`src/rtl/pcdc_prefetch.sv`:
```
module pcdc_prefetch #(
  parameter int ADDR_W = 32,
  parameter int PC_W   = 32,
  parameter int IDX_W  = 4,
  parameter int HIST   = 6,
  parameter int DW     = 8,
  parameter int LINE_B = 6,
  parameter int PAGE_B = 12
) (
  input  logic              clk,
  input  logic              rst_n,
  input  logic              acc_valid,
  output logic              acc_ready,
  input  logic [PC_W-1:0]   acc_pc,
  input  logic [ADDR_W-1:0] acc_addr,
  output logic              pf_valid,
  input  logic              pf_ready,
  output logic [ADDR_W-1:0] pf_addr
);
  localparam int ENT    = 1 << IDX_W;
  localparam int LINE_W = ADDR_W - LINE_B;
  localparam int NC     = HIST - 2;
  localparam int CW     = $clog2(HIST + 1);
  localparam int PG_LO  = PAGE_B - LINE_B;

  logic [ENT-1:0]    v_q;
  logic [PC_W-1:0]   tag_q  [ENT];
  logic [LINE_W-1:0] prev_q [ENT];
  logic [DW-1:0]     hist_q [ENT][HIST];
  logic [CW-1:0]     cnt_q  [ENT];
  logic              lpv_q  [ENT];
  logic [LINE_W-1:0] lp_q   [ENT];

  logic [LINE_W-1:0] cq [NC];
  logic [NC-1:0]     mq;

  logic [IDX_W-1:0]  idx;
  logic [LINE_W-1:0] cur_line, diff, run, fin, pa;
  logic              hit, zero, fits, accept, found;
  logic [DW-1:0]     nh [HIST];
  logic [DW-1:0]     d;
  logic [CW-1:0]     ncnt;
  logic [LINE_W-1:0] cand [NC];
  logic [NC-1:0]     live, keep, imask, clr;
  int                fp, hitpos;
  logic              unused_bits;

  assign unused_bits = ^acc_addr[LINE_B-1:0];
  assign idx      = acc_pc[2 +: IDX_W] ^ acc_pc[2+IDX_W +: IDX_W];
  assign cur_line = acc_addr[ADDR_W-1:LINE_B];
  assign hit      = v_q[idx] && (tag_q[idx] == acc_pc);
  assign diff     = cur_line - prev_q[idx];
  assign zero     = (diff == '0);
  assign fits     = (&diff[LINE_W-1:DW-1]) | ~(|diff[LINE_W-1:DW-1]);
  assign acc_ready = ~|mq;
  assign accept   = acc_valid && acc_ready;
  assign pf_valid = |mq;
  assign pf_addr  = {pa, {LINE_B{1'b0}}};

  always_comb begin
    for (int k = 0; k < HIST-1; k++) nh[k] = hist_q[idx][k+1];
    nh[HIST-1] = diff[DW-1:0];
    ncnt = (cnt_q[idx] == CW'(HIST)) ? cnt_q[idx] : cnt_q[idx] + CW'(1);

    found = 1'b0;
    fp    = 0;
    for (int p = HIST-3; p >= 0; p--)
      if (p >= HIST - int'(ncnt) && nh[p] == nh[HIST-2] && nh[p+1] == nh[HIST-1]) begin
        found = 1'b1;
        fp    = p;
      end

    run = cur_line;
    for (int k = 0; k < NC; k++) begin
      d       = '0;
      live[k] = 1'b0;
      for (int j = 0; j < HIST; j++)
        if (found && j == fp + 2 + k) begin
          d       = nh[j];
          live[k] = 1'b1;
        end
      if (live[k]) run = run + {{(LINE_W-DW){d[DW-1]}}, d};
      cand[k] = run;
    end

    hitpos = -1;
    for (int k = 0; k < NC; k++)
      if (live[k] && lpv_q[idx] && cand[k] == lp_q[idx]) hitpos = k;

    for (int k = 0; k < NC; k++)
      keep[k] = live[k] && (k > hitpos) &&
                (cand[k][LINE_W-1:PG_LO] == cur_line[LINE_W-1:PG_LO]);

    imask = (hit && !zero && fits) ? keep : '0;

    fin = cur_line;
    for (int k = 0; k < NC; k++)
      if (imask[k]) fin = cand[k];
  end

  always_comb begin
    pa  = '0;
    clr = '0;
    for (int k = NC-1; k >= 0; k--)
      if (mq[k]) begin
        pa  = cq[k];
        clr = NC'(1) << k;
      end
  end

  always_ff @(posedge clk) begin
    if (!rst_n) begin
      v_q <= '0;
      mq  <= '0;
      for (int e = 0; e < ENT; e++) begin
        tag_q[e]  <= '0;
        prev_q[e] <= '0;
        cnt_q[e]  <= '0;
        lpv_q[e]  <= 1'b0;
        lp_q[e]   <= '0;
        for (int h = 0; h < HIST; h++) hist_q[e][h] <= '0;
      end
      for (int k = 0; k < NC; k++) cq[k] <= '0;
    end else begin
      if (pf_valid && pf_ready) mq <= mq & ~clr;
      if (accept) begin
        mq <= imask;
        for (int k = 0; k < NC; k++) cq[k] <= cand[k];
        if (!hit) begin
          v_q[idx]    <= 1'b1;
          tag_q[idx]  <= acc_pc;
          prev_q[idx] <= cur_line;
          cnt_q[idx]  <= '0;
          lpv_q[idx]  <= 1'b0;
        end else if (!zero && !fits) begin
          prev_q[idx] <= cur_line;
          cnt_q[idx]  <= '0;
        end else if (!zero) begin
          prev_q[idx] <= cur_line;
          cnt_q[idx]  <= ncnt;
          for (int h = 0; h < HIST; h++) hist_q[idx][h] <= nh[h];
          if (|imask) begin
            lpv_q[idx] <= 1'b1;
            lp_q[idx]  <= fin;
          end
        end
      end
    end
  end
endmodule

```
`config.mk`:
```
export PLATFORM = sky130hd
export DESIGN_NAME = pcdc_prefetch
export DESIGN_NICKNAME = d
export VERILOG_FILES = /design/src/rtl/pcdc_prefetch.sv
export SDC_FILE = /design/constraint.sdc
export NUM_CORES = 2
export LEC_CHECK = 0
export BUFFER_PORTS_ARGS = -buffer_cell sky130_fd_sc_hd__buf_2
export CORE_AREA = 8 8 567 569
export CTS_BUF_LIST = sky130_fd_sc_hd__clkbuf_4
export CTS_CLUSTER_DIAMETER = 200
export DETAILED_ROUTE_END_ITERATION = 10
export DIE_AREA = 0 0 575 577
export SYNTH_ARGS = -nofsm -noshare
export SYNTH_HDL_FRONTEND = slang
export SYNTH_SLANG_ARGS = --single-unit
export TNS_END_PERCENT = 20
```
`constraint.sdc`:
```
create_clock -name clk -period 22.7 [get_ports clk]
set_input_delay 0 -clock clk [delete_from_list [all_inputs] [get_ports clk]]
set_output_delay 0 -clock clk [all_outputs]
set_load 0.01 [all_outputs]
```
* After elaboration in Yosys (flattened, before gate mapping)
Memory sizes are Yosys's and may differ from the RTL's. Index checks and enable logic that the tools add are counted.
Operators by class: add/sub/neg operators 11, multipliers 0, divide/modulo/power cells 0, magnitude comparators 10, equal/unequal tests 38, shifts and indexed selects 0, muxes and demuxes 137, bitwise gates (word level) 16, reductions and logical operators 75
Operators with widths (number):
- 2-to-1 mux 26 bit | 20
- equality test 3 x 32 -> 1 bit (first input constant) | 8
- equality test 4 x 32 -> 1 bit (first input constant) | 8
- 2-to-1 mux 32 bit | 8
- 2-to-1 mux 8 bit | 24
- equality test 2 x 32 -> 1 bit (first input constant) | 4
- zero test 32 bit | 4
- adder 26 bit | 4
- equality test 26 bit | 4
- adder 32 x 3 -> 32 bit (second input constant) | 3
- equality test 20 bit | 4
- equality test 8 bit | 8
- greater-than comparator 3 x 32 -> 1 bit (first input constant) | 2
- 2-to-1 mux 1 bit | 64
- logical AND 1 bit | 55
- 2-to-1 mux 4 bit | 13
- OR reduction 26 bit | 2
- 2-to-1 mux 48 bit | 1
- OR reduction 48 bit | 1
- adder 32 x 2 -> 32 bit (second input constant) | 1
- equality test 32 bit | 1
- greater-than comparator 1 x 32 -> 1 bit (first input constant) | 1
- greater-than comparator 2 x 32 -> 1 bit (first input constant) | 1
- OR reduction 32 bit | 1
- 28 further kinds | 45
Storage, ports and cells: bits in registers 20, bits in latches 0, RAM bits 2280, memory bits (read-only) 0, memories 7
Memories:
- hist_q | depth 16, bits a word 48, rd ports 1, clocked after Yosys merged registers in 0, wr ports 16, line 29 | logic [DW-1:0] hist_q [ENT][HIST];
- tag_q | depth 16, bits a word 32, rd ports 1, clocked after Yosys merged registers in 0, wr ports 16, line 27 | logic [PC_W-1:0] tag_q [ENT];
- lp_q | depth 16, bits a word 26, rd ports 1, clocked after Yosys merged registers in 0, wr ports 16, line 32 | logic [LINE_W-1:0] lp_q [ENT];
- prev_q | depth 16, bits a word 26, rd ports 1, clocked after Yosys merged registers in 0, wr ports 16, line 28 | logic [LINE_W-1:0] prev_q [ENT];
- cq | depth 4, bits a word 26, rd ports 4, clocked after Yosys merged registers in 0, wr ports 4, line 34 | logic [LINE_W-1:0] cq [NC];
- cnt_q | depth 16, bits a word 3, rd ports 1, clocked after Yosys merged registers in 0, wr ports 16, line 30 | logic [CW-1:0] cnt_q [ENT];
- +1 memories

* Depth between registers and ports, before layout
An unclocked memory read counts as a cell.
depth after elaboration 47, gate-level depth with buffers 89, gate-level depth less buffers 70

* Worst setup path after synthesis
OpenSTA, ideal clock, no wires.
path kind in2reg, start input port acc_pc[7], end memory lp_q[0][0] (netlist bit), enable pin, setup time 445 ps, arrival time 18570 ps, required time 22255 ps, path slack 3685 ps, cell stages on the path 82, cell sequence buf_2 xor2_1 buf_2 buf_2 buf_4 buf_4 buf_2 buf_4 buf_2 buf_2 buf_2 buf_1 buf_1 clkbuf_1 clkbuf_1 mux4_2 nand2_1 a31oi_1 [... 46 more ...] xnor2_1 nor2_1 a21oi_1 inv_1 ha_1 or3_1 a21oi_1 a31o_2 a41o_1 a21oi_1 nor3_1 xor2_1 o21ai_0 nor4_1 o21bai_2 o21ai_2 clkbuf_1 o21ai_0
RTL lines:
- start, declared | line 14 | input logic [PC_W-1:0] acc_pc,
- end, declared | line 32

==> results.sh <==
export IMPL_post_route_fraction_of_the_period_consumed_by_the_critical_path_pct=92.6
export IMPL_worst_path_max_delay_cell="sky130_fd_sc_hd__nor3_2"
export IMPL_first_pass_iters=8
export IMPL_max_slew_vio_count=0
export IMPL_cts_max_level=6
export IMPL_tritoncts_clock_tree="yes"
export IMPL_outcome="completed"
export IMPL_cp_start_kind="input pin"
export IMPL_crit_path_start="acc_pc[6]"
export IMPL_io_buffers=89
export IMPL_maxSlewHeadroom_pct=6.02
export IMPL_number_of_buffers_added_for_setup_after_cts=0
export IMPL_overall_track_demand_over_capacity_in_global_routing_pct=21.5
export IMPL_max_cap_violations=0
export IMPL_area_growth_pct=13.6
export IMPL_route_final_wire_length_mm=369
export IMPL_synth_warnings=0
export IMPL_worst_skew_pair_late_latency_ns=1.35
export IMPL_grt_pass1_vias=76794
export IMPL_core_outline_area_um2=313000
export IMPL_min_path_type="in2reg"
export IMPL_post_cts_repair_resize_count=0
export IMPL_clock_sinks=2172
export IMPL_nNetsFinal=9204
export IMPL_cts_max_path_bufs=4
export IMPL_die_width_um=575
export IMPL_worst_ep_required_time_ns=23.72
export IMPL_route_vias_total=76380
export IMPL_worst_setup_path_endpoint="lp_q[15][1]"
export IMPL_num_rows=206
export IMPL_postRouteAntennaNets=0
export IMPL_detailedRoute_firstIterationViolations=8888
export IMPL_clock_root_buffer="sky130_fd_sc_hd__clkbuf_4"
export IMPL_drt_wirelength_per_cell_um=27.2
export IMPL_finalSetupTns_ns=0
export IMPL_synthesis_area_per_instance_um2=12.6
export IMPL_fp_dieH_um=577
export IMPL_finalPower_mw=9.60
export IMPL_post_route_cells_drive_above_1_share_pct=21.3
export IMPL_syn_area_um2=109000
export IMPL_clk_pin_slew_ns=0.07
export IMPL_design_portCount=102
export IMPL_slowest_delay_ns=0.93
export IMPL_remaining_drc_errors=0
export IMPL_global_route_wire_length_before_repair_mm=528
export IMPL_yosys_register_bits=2172
export IMPL_start_util_pct=34.7
export IMPL_final_common_cell="sky130_fd_sc_hd__edfxtp_1"
export IMPL_yosys_most_used_dff="sky130_fd_sc_hd__edfxtp_1"
export IMPL_fillers=29779
export IMPL_viasPerCell=5.63
export IMPL_worst_r2r_setup_slack_ns=2.69
export IMPL_power_leakage_nw=45.5
export IMPL_cp_arrival_ns=22.03
export IMPL_cts_hold_buffers_added=125
export IMPL_place_hpwl_mm=226
export IMPL_reg2reg_to="lp_q[15][1]"
export IMPL_final_cell_mix="2,136 x sky130_fd_sc_hd__edfxtp_1, 1,150 x sky130_fd_sc_hd__nor2_1, 871 x sky130_fd_sc_hd__clkbuf_4"
export IMPL_tightest_slew_ns=1.39
export IMPL_cpMostUsedCell="sky130_fd_sc_hd__nand2_1"
export IMPL_synthArstFlopShare_pct=0
export IMPL_grt_start_max_net_pins=121
export IMPL_gp_congestion=0.968
export IMPL_cp_end_kind="flip-flop"
export IMPL_final_min_clock_period_ns=21.01
export IMPL_peakVddDrop_mv=0.0416
export IMPL_maxClockFrequency_mhz=47.6
export IMPL_critical_path_peak_fanout=25
export IMPL_design_die_area_um2=332000
export IMPL_crit_type="in2reg"
export IMPL_rsz0062_at_grt="no"
export IMPL_final_setup_skew_ns=0.203
export IMPL_synth_sequential_area_ratio_pct=59.7
export IMPL_r2r_cells=65
export IMPL_number_of_unique_standard_cell_types_used_by_synthesis=107
export IMPL_finalHoldViolations=0
export IMPL_grt_antenna_before_repair=25
export IMPL_power_density_nw_per_um2=77.9
export IMPL_setup_viol=0
export IMPL_tritoncts_num_buffers=584
export IMPL_globalRoute_totalOverflow=0
export IMPL_netlist_instances=8603
export IMPL_synth_enable_flop_cells=2136
export IMPL_worst_r2r_startpoint="prev_q[0][1]"
## power by group
group	internal (mW)	total, mW	switching (mW)	leakage, nW
Combinational	0.493	1.51	1.02	18.6
Sequential	4.55	4.58	0.0374	22.5
Clock	1.88	3.51	1.63	4.39
## critical path, delay by kind of cell
family / cells / cell delay (ns)
compound gates: 23 / 6.47
xor+xnor: 7 / 3.01
mux: 3 / 1.33
simple gates: 18 / 4.19
buf+inv: 13 / 5.08
fa+ha+maj: 5 / 1.77
## layer usage
metal / vias up / GRT usage, % / part of all wire, %
li1: 32710 / - / -
met1: 38681 / 27.8 / 39
met2: 4130 / 35.4 / 47
met3: 841 / 4.67 / 9.8
met4: 18 / 8.09 / 3.9
met5: - / 0 / 0.043
## synthesized netlist by cell type, drive strengths merged (144+ instances only)
cell	count	share of area [%]
nand3	151	0.70
inv	144	0.50
nor3	353	1.6
clkbuf	546	1.9
mux4	445	9.2
nor2	1170	4.1
mux2i	187	1.7
a21oi	233	1.1
and2	843	4.9
nand2	662	2.3
edfxtp	2136	59
o21ai	168	0.78
xnor2	239	1.9
buf	177	0.93
## cell families after synthesis
| group | count (synthesis) | synth area share [%] |
|---|---|---|
| AND/OR/NAND/NOR | 3511 | 15.8 |
| flip-flops | 2172 | 59.7 |
| AO/OA/AOI/OAI | 917 | 5.62 |
| buffers and inverters | 875 | 3.34 |
| multiplexers | 644 | 11.1 |
| XOR/XNOR | 351 | 2.92 |
| adder cells (fa/ha/maj) | 132 | 1.56 |
| other | 1 | 0.00345 |
## how the worst min path moves through the flow
stage | cells past startpoint | slack, ns | startpoint | end
finish | 3 | 0.13 | acc_pc[6] | tag_q[4][6]
global route | 4 | 0.09 | acc_addr[31] | lp_q[7][25]
CTS | 3 | 0.004 | acc_pc[6] | tag_q[11][6]
detailed placement | 2 | 0.35 | pf_ready | mq[0]
global placement | 2 | 0.33 | pf_ready | mq[0]
floorplan | 1 | 0.09 | pf_ready | mq[0]
## area by class of cell
type	instances	area (um^2)	share of cell area (%)
sequential	2172	64900	52.6
multi-input combinational	5561	41000	33.3
clock buffer	871	6540	5.30
tap	4160	5200	4.22
timing repair buffer	533	4310	3.49
clock inverter	104	783	0.635
inverter	152	571	0.463
antenna	9	22.5	0.0183
## flip-flops by register name (all words and copies together), names as in the netlist
register / cells
prev_q: 416
cnt_q: 48
cq: 104
lpv_q: 16
tag_q: 512
v_q: 16
mq: 4
hist_q: 640
lp_q: 416
## stage by stage
step                      utilization, %  setup WS, ns  cells  cell area, um^2  hold WS [ns]
after floorplan                        -          3.68   8608           109000        0.0943
after global placement              36.7          2.52  12452           115000         0.327
final                               39.4          1.69  13562           123000         0.129
after global routing                39.4         0.544  13558           123000        0.0916
after CTS                           39.4          2.01  13553           123000       0.00394
after detailed placement            36.7          2.49  12453           115000         0.354
No activity file was read; power rests on OpenSTA's default activity.
